`src/rtl/xing_pkg.sv`:
```
package xing_pkg;

  typedef enum logic [1:0] {
    LT_RED    = 2'b00,
    LT_GREEN  = 2'b01,
    LT_YELLOW = 2'b10
  } lamp_t;

  // Decision to revoke the side road's right of way.
  function automatic logic revoke_due(input logic emg, input logic occupied,
                                      input int unsigned age, input int unsigned limit);
    return emg || !occupied || (age + 1 >= limit);
  endfunction

  // Main road may yield once it has been green long enough.
  function automatic logic min_green_met(input int unsigned age, input int unsigned min_len);
    return (age + 1 >= min_len);
  endfunction

  // Terminal count of a fixed-length phase.
  function automatic logic phase_last(input int unsigned age, input int unsigned len);
    return (age + 1 == len);
  endfunction

endpackage

```
`src/rtl/xing_master.sv`:
```
module xing_master
  import xing_pkg::*;
#(
  parameter int MAX_GREEN    = 16,
  parameter int NS_MIN_GREEN = 4,
  parameter int NS_AMBER     = 3
) (
  input  logic  clk,
  input  logic  rst,
  input  logic  ew_req,
  input  logic  ew_release,
  input  logic  emerg,
  input  logic  ew_sense,
  input  lamp_t ew_lamp,
  output lamp_t ns_lamp,
  output logic  grant,
  output logic  to_red
);
  localparam int TMAX = (MAX_GREEN > NS_MIN_GREEN) ? MAX_GREEN : NS_MIN_GREEN;
  localparam int TW   = $clog2(TMAX + 1);
  localparam int AW   = (NS_AMBER > 1) ? $clog2(NS_AMBER) : 1;

  logic [TW-1:0] green_age;
  logic [AW-1:0] amber_age;
  logic          any_green;
  logic          ns_yield;
  logic          amber_done;

  assign any_green  = (ns_lamp == LT_GREEN) || (ew_lamp == LT_GREEN);
  assign ns_yield   = (ns_lamp == LT_GREEN) && ew_req &&
                      min_green_met(32'(green_age), NS_MIN_GREEN);
  assign amber_done = (ns_lamp == LT_YELLOW) && phase_last(32'(amber_age), NS_AMBER);
  assign to_red     = (ew_lamp == LT_GREEN) &&
                      revoke_due(emerg, ew_sense, 32'(green_age), MAX_GREEN);

  // Shared green timer: restarts whenever neither road is green.
  always_ff @(posedge clk) begin
    if (rst) begin
      green_age <= '0;
    end else if (!any_green) begin
      green_age <= '0;
    end else if (!(&green_age)) begin
      green_age <= green_age + 1'b1;
    end
  end

  always_ff @(posedge clk) begin
    if (rst) begin
      ns_lamp   <= LT_GREEN;
      amber_age <= '0;
    end else begin
      unique case (ns_lamp)
        LT_GREEN: if (ns_yield) begin
          ns_lamp   <= LT_YELLOW;
          amber_age <= '0;
        end
        LT_YELLOW: if (amber_done) ns_lamp <= LT_RED;
                   else            amber_age <= amber_age + 1'b1;
        LT_RED: if (ew_release) ns_lamp <= LT_GREEN;
        default: ns_lamp <= LT_RED;
      endcase
    end
  end

  always_ff @(posedge clk) begin
    if (rst)                     grant <= 1'b0;
    else if (ns_yield)           grant <= 1'b1;
    else if (ew_lamp == LT_GREEN) grant <= 1'b0;
  end


  grant_on_yield_chk: assert property (@(posedge clk) disable iff (rst)
    $rose(grant) |-> (ns_lamp == LT_YELLOW && $past(ns_lamp) == LT_GREEN));

  grant_hold_chk: assert property (@(posedge clk) disable iff (rst)
    (grant && ew_lamp != LT_GREEN) |=> grant);

  ns_wait_chk: assert property (@(posedge clk) disable iff (rst)
    (ns_lamp == LT_RED && !ew_release) |=> (ns_lamp != LT_GREEN));

  ns_code_chk: assert property (@(posedge clk) disable iff (rst)
    ns_lamp != 2'b11);
endmodule

```
`src/rtl/xing_slave.sv`:
```
module xing_slave
  import xing_pkg::*;
#(
  parameter int EW_AMBER = 3
) (
  input  logic  clk,
  input  logic  rst,
  input  logic  ew_sense,
  input  logic  grant,
  input  lamp_t ns_lamp,
  input  logic  to_red,
  output lamp_t ew_lamp,
  output logic  req,
  output logic  release_p
);
  localparam int AW = (EW_AMBER > 1) ? $clog2(EW_AMBER) : 1;

  logic [AW-1:0] amber_age;
  logic          may_enter;
  logic          amber_done;

  assign may_enter  = grant && (ns_lamp == LT_RED);
  assign amber_done = (ew_lamp == LT_YELLOW) && phase_last(32'(amber_age), EW_AMBER);

  always_ff @(posedge clk) begin
    if (rst) begin
      ew_lamp   <= LT_RED;
      amber_age <= '0;
      req       <= 1'b0;
      release_p <= 1'b0;
    end else begin
      release_p <= 1'b0;
      unique case (ew_lamp)
        LT_RED: begin
          if (ew_sense) req <= 1'b1;
          if (may_enter) ew_lamp <= LT_GREEN;
        end
        LT_GREEN: if (to_red) begin
          ew_lamp   <= LT_YELLOW;
          amber_age <= '0;
        end
        LT_YELLOW: if (amber_done) begin
          ew_lamp   <= LT_RED;
          req       <= 1'b0;
          release_p <= 1'b1;
        end else begin
          amber_age <= amber_age + 1'b1;
        end
        default: ew_lamp <= LT_RED;
      endcase
    end
  end


  ew_entry_chk: assert property (@(posedge clk) disable iff (rst)
    (ew_lamp == LT_GREEN && $past(ew_lamp) == LT_RED) |->
      ($past(grant) && $past(ns_lamp) == LT_RED));

  revoke_resp_chk: assert property (@(posedge clk) disable iff (rst)
    (ew_lamp == LT_GREEN && to_red) |=> (ew_lamp == LT_YELLOW));

  release_pulse_chk: assert property (@(posedge clk) disable iff (rst)
    (ew_lamp == LT_RED && $past(ew_lamp) == LT_YELLOW) |-> (release_p && !req));

  ew_code_chk: assert property (@(posedge clk) disable iff (rst)
    ew_lamp != 2'b11);
endmodule

```
`src/rtl/xing_light_ctrl.sv`:
```
module xing_light_ctrl
  import xing_pkg::*;
#(
  parameter int MAX_GREEN    = 16,
  parameter int NS_MIN_GREEN = 4,
  parameter int NS_AMBER     = 3,
  parameter int EW_AMBER     = 3
) (
  input  logic       clk,
  input  logic       rst,
  input  logic       ew_sense,
  input  logic       emerg,
  output logic [1:0] ns_light,
  output logic [1:0] ew_light,
  output logic       ew_req,
  output logic       ew_grant,
  output logic       ew_to_red,
  output logic       ew_release
);
  lamp_t ns_lamp;
  lamp_t ew_lamp;

  xing_master #(
    .MAX_GREEN   (MAX_GREEN),
    .NS_MIN_GREEN(NS_MIN_GREEN),
    .NS_AMBER    (NS_AMBER)
  ) u_master (
    .clk       (clk),
    .rst       (rst),
    .ew_req    (ew_req),
    .ew_release(ew_release),
    .emerg     (emerg),
    .ew_sense  (ew_sense),
    .ew_lamp   (ew_lamp),
    .ns_lamp   (ns_lamp),
    .grant     (ew_grant),
    .to_red    (ew_to_red)
  );

  xing_slave #(
    .EW_AMBER(EW_AMBER)
  ) u_slave (
    .clk      (clk),
    .rst      (rst),
    .ew_sense (ew_sense),
    .grant    (ew_grant),
    .ns_lamp  (ns_lamp),
    .to_red   (ew_to_red),
    .ew_lamp  (ew_lamp),
    .req      (ew_req),
    .release_p(ew_release)
  );

  assign ns_light = ns_lamp;
  assign ew_light = ew_lamp;


  never_both_green_chk: assert property (@(posedge clk) disable iff (rst)
    !(ns_light == 2'b01 && ew_light == 2'b01));
endmodule

```
`config.mk`:
```
export PLATFORM = sky130hd
export DESIGN_NAME = xing_light_ctrl
export DESIGN_NICKNAME = d
export VERILOG_FILES = /design/src/rtl/xing_pkg.sv /design/src/rtl/xing_master.sv /design/src/rtl/xing_slave.sv /design/src/rtl/xing_light_ctrl.sv
export SDC_FILE = /design/constraint.sdc
export NUM_CORES = 1
export LEC_CHECK = 0
export CAP_MARGIN = 20
export CORE_MARGIN = 1
export CORE_UTILIZATION = 50
export DETAILED_ROUTE_END_ITERATION = 6
export DONT_BUFFER_PORTS = 1
export REMOVE_ABC_BUFFERS = 1
export SETUP_SLACK_MARGIN = 0.2
export SYNTH_ARGS = -nofsm -noshare
export SYNTH_HDL_FRONTEND = slang
export SYNTH_SLANG_ARGS = --single-unit
```
`constraint.sdc`:
```
create_clock -name clk -period 3.1 [get_ports clk]
set_input_delay 0.62 -clock clk [delete_from_list [all_inputs] [get_ports clk]]
set_output_delay 0.62 -clock clk [all_outputs]
set_load 0.02 [all_outputs]
```
After elaboration in Yosys (flattened, before gate mapping) --
Cells that the tools add are included.
Storage, ports and cells: register bits after elaboration 16, bits in latches 0, memory bits (writable) 0, ROM bits 0, output and inout port bits 8, memories 0
Cells by class: $add $sub $neg 6, $mul 0, div/mod/pow operators 0, $lt $le $gt $ge 2, equality and inequality tests 15, shifts and indexed selects 0, multiplexer cells 20, bitwise operators 2, reduce and logical (&&, ||, !) cells 24
Operator list (count):
- $eq 32x2->1 const B | 2
- $ge 32x3->1 const B | 1
- $ge 32x5->1 const B | 1
- $mux 2 | 10
- $reduce_and 3->1 | 5
- $pmux 2 s3 | 2
- $ne 2x1->1 const B | 5
- $ne 2x2->1 const B | 4
- $pmux 2 s2 | 2
- $reduce_bool 2->1 | 4
- $add 2x1->3 const B | 2
- $add 5x1->6 const B | 1
- $logic_and 1x1->1 | 6
- $add 5x1->5 const B | 1
- $mux 1 | 5
- $reduce_and 5->1 | 1
- $add 2x1->2 const B | 2
- $eq 2x1->1 const B | 2
- $eq 2x2->1 const B | 2
- $logic_not 2->1 | 2
- $reduce_or 2->1 | 2
- $logic_or 1x1->1 | 3
- $not 1->1 | 2
- $pmux 1 s2 | 1
- $logic_not 1->1 | 1

Depth between registers and ports, before layout --
depth in word-level cells 6, mapped depth 7, mapped depth without buffers 7

Hierarchy --
Synthesis repeated with hierarchy kept, for this count alone.
Second synthesis, totals: cell total of the unflattened synthesis 88, area, all modules 809.5 sq um
Modules (own cells, without submodules):
- xing_master | times used 1, cells each 59, area each 536.8 sq um, seq. area each 200.2 sq um
- xing_slave | times used 1, cells each 29, area each 272.8 sq um, seq. area each 120.1 sq um

Worst setup path before layout --
Ideal clock, no wire load.
path kind reg2out, from reg u_master.green_age[0], to out ew_to_red, arrival 1.503 ns, data required time 2.480 ns, path slack 0.977 ns, stages on the path, launching flop included 6, path buffers 0, cells stage by stage dfxtp_1 -> ha_1 -> and3_1 -> ha_1 -> a311oi_4 -> nor2_1
Between the ends: cells in the longest elaborated chain, start to end 4
RTL lines:
- start: declaration | line xing_master.sv:23 | logic [TW-1:0] green_age;
- start signal: assignment | line xing_master.sv:43 | green_age <= green_age + 1'b1;
- $add 5x1->6 | line xing_pkg.sv:12 | return emg || !occupied || (age + 1 >= limit);
- $ge 32x5->1 | line xing_pkg.sv:12
- $logic_or 1x1->1 | line xing_pkg.sv:12
- $logic_and 1x1->1 | line xing_master.sv:33 | assign to_red = (ew_lamp == LT_GREEN) &&
- end: declaration | line xing_light_ctrl.sv:17 | output logic ew_to_red,
Every way passes these cells.

Worst setup path in the final report --
Same ends and word-level chain as after synthesis.

==> results.ini <==
[placement]
dpl.hpwl_um=1253
dpl_cell_area_um2=965.9
pre_cts_slack_ns=0.8760
portBuffers=0
place.gp.congestion=0.7765

[route]
post-route-drc-count=0
wl_per_cell_um=12.53
drt_iter0_markers=5
postRouteAntennaNets=0
routed_wl_um=1654
dr_total_vias=715
via_per_inst=5.417
drt_first_pass_iters=4

[floorplan]
rows=15
die_h_um=45.44
die_area_um2=2064
die_x_um=45.44
initial_utilization_pct=54.05
ios=12
core_area_um2=1745

[synthesis]
synth.distinct_cells=30
synthFlopType=dfxtp_1
netlist_area_um2=943.4
synthArstFlopShare_pct=0
synth_cells=105
yosysTopAreaCellShare_pct=33.95
ys_seq_area_share_pct=33.95
yosysTopAreaCell=dfxtp_1
avgSynthCellArea_um2=8.985
ys_ff_latch=16
ys_warn_count=0
yosys-top-cells-area=dfxtp_1 (34%), ha_1 (13%), mux2i_1 (6.4%)
synth-edff-count=0

[worst_setup_path]
required_ns=2.48
cp-startpoint=u_master.green_age[0]
end_kind=output port
startpoint_type=flip-flop
worstReg2RegStart=u_master.green_age[0]
path_class=flip-flop to output port
cp_max_fo=6
crit_arrival_ns=1.94

[layout]
nNetsFinal=122
n_antenna_cell=0
finish.utilization_pct=57.42
fin_area_um2=1002
layout-drive-gt1-share_pct=10.28
syn2layout_area_growth_pct=6.233

[run_status]
status=completed

[timing]
finalSetupViolCount=0
slew_headroom_pct=74.75
fin_skew_ns=0.003318
layout_setup_ws_ns=0.5384
timing.hold.ws_ns=0.3879
fin_crit_sh_pct=82.63
tns_ns=0
slew_violations=0
hold_violations=0
min_period_ns=2.562
tightest_slew_ns=0.3773
fmax_ghz=0.3904
rsz0062_at_grt=no

[grt]
track_usage_pct=19.17
grt_overflow_total=0
antenna_found_initial=0
grt_max_degree=12
grt_pass1_wl_um=2766
grt_pass1_vias=649

[pwr]
power.density_nw_per_um2=591.2
leakage_nw=0.4356
ir_drop_mv=0.3128

[worst_hold_path]
min-delay-start=rst
holdCritPathClass=input port to flip-flop

[clock_tree]
max-clock-path-buffers=2
root_buffer=clkbuf_4
cts_buffers=3
tritoncts=yes
cts-resized-gates=0
ctsHtreeMaxLevel=1
cts_hold_buf=0
post_cts_buffers=0
cts.sinks=16
clk_pin_slew_worst_paths_ns=0.10
clock_latency_ns=0.29

[flow_run]
cap_violations=0

[placed cells by master, fill, tap and decap left out, drive strengths merged, types with 4 or more instances in the layout]
cell type and n:
nor2b 4, mux2i 6, nor2 10, nand2b 4, clkbuf 4, nor3 4
nand2 10, dfxtp 16, ha 10, a21oi 4, inv 9
[cells by family (layout without fill, tap and decap cells)]
| family | Yosys count | count (layout) | share of synthesized area, % |
|---|---|---|---|
| xor+xnor | 3 | 3 | 2.786 |
| buf+inv | 11 | 13 | 4.508 |
| fa+ha+maj | 10 | 10 | 13.26 |
| mux | 7 | 7 | 7.957 |
| flops | 16 | 16 | 33.95 |
| compound gates | 18 | 18 | 16.58 |
| simple gates | 40 | 40 | 20.95 |
[power by group]
group | internal (mW) | total [mW] | switching (mW)
Combinational | 0.0772 | 0.176 | 0.0992
Sequential | 0.229 | 0.275 | 0.0455
Clock | 0.0715 | 0.142 | 0.0700
Total | 0.378 | 0.592 | 0.215
[stage by stage]
| stage | cells | power (mW) |
|---|---|---|
| floorplan | 103 | 0.4204 |
| global placement | 128 | 0.4534 |
| detailed placement | 128 | 0.4583 |
| CTS | 132 | 0.5991 |
| global route | 132 | 0.6310 |
| finish | 132 | 0.5925 |
[registers in the layout, summed over array words and instances, names as in the netlist]
signal,flops
u_slave.req,1
u_master.green_age,5
u_master.amber_age,2
u_master.grant,1
u_master.ns_lamp,2
u_slave.release_p,1
u_slave.amber_age,2
u_slave.ew_lamp,2
[path summary, 6_finish.rpt]
check / end / slack [ns] / depth (start not counted)
max reg2reg: u_slave.amber_age[1] / 1.00 / 6
min: u_slave.amber_age[0] / 0.39 / 1
max: ew_to_red / 0.54 / 5
min reg2reg: u_master.amber_age[1] / 0.47 / 2
[cells in the mapped netlist, types with 2 or more instances]
cell type,number
mux2i_1,6
nor3_1,4
xnor2_1,2
nand3_1,2
dfxtp_1,16
a21oi_1,4
nand2_1,10
a211oi_2,2
or3_1,3
nand2b_1,4
a31oi_1,2
ha_1,10
o21ai_0,2
nor2_1,10
nor2b_1,4
and3_1,2
inv_1,9
[cell type report]
type | count | area [µm²]
fillers | 186 | 743.2
multi-input cells | 78 | 580.6
flip-flops and latches | 16 | 320.3
clock buffers | 4 | 36.28
inverters | 9 | 33.78
well taps | 25 | 31.28
[worst max-delay path, stage by stage (launching register included)]
cell	delay, ns
dfxtp_1	0.38
ha_1	0.26
and3_1	0.19
ha_1	0.34
a311oi_4	0.30
nor2_1	0.19
[metal layers]
layer  vias to the layer above  wire length (µm)  global-route usage (%)
met1                       329               792                   23.28
met5                         -                 0                       0
met3                         6                53                   4.762
met4                         0                44                   10.91
li1                        366                 -                       -
met2                        14               763                   30.57
Power figures use the tool's default switching activity.
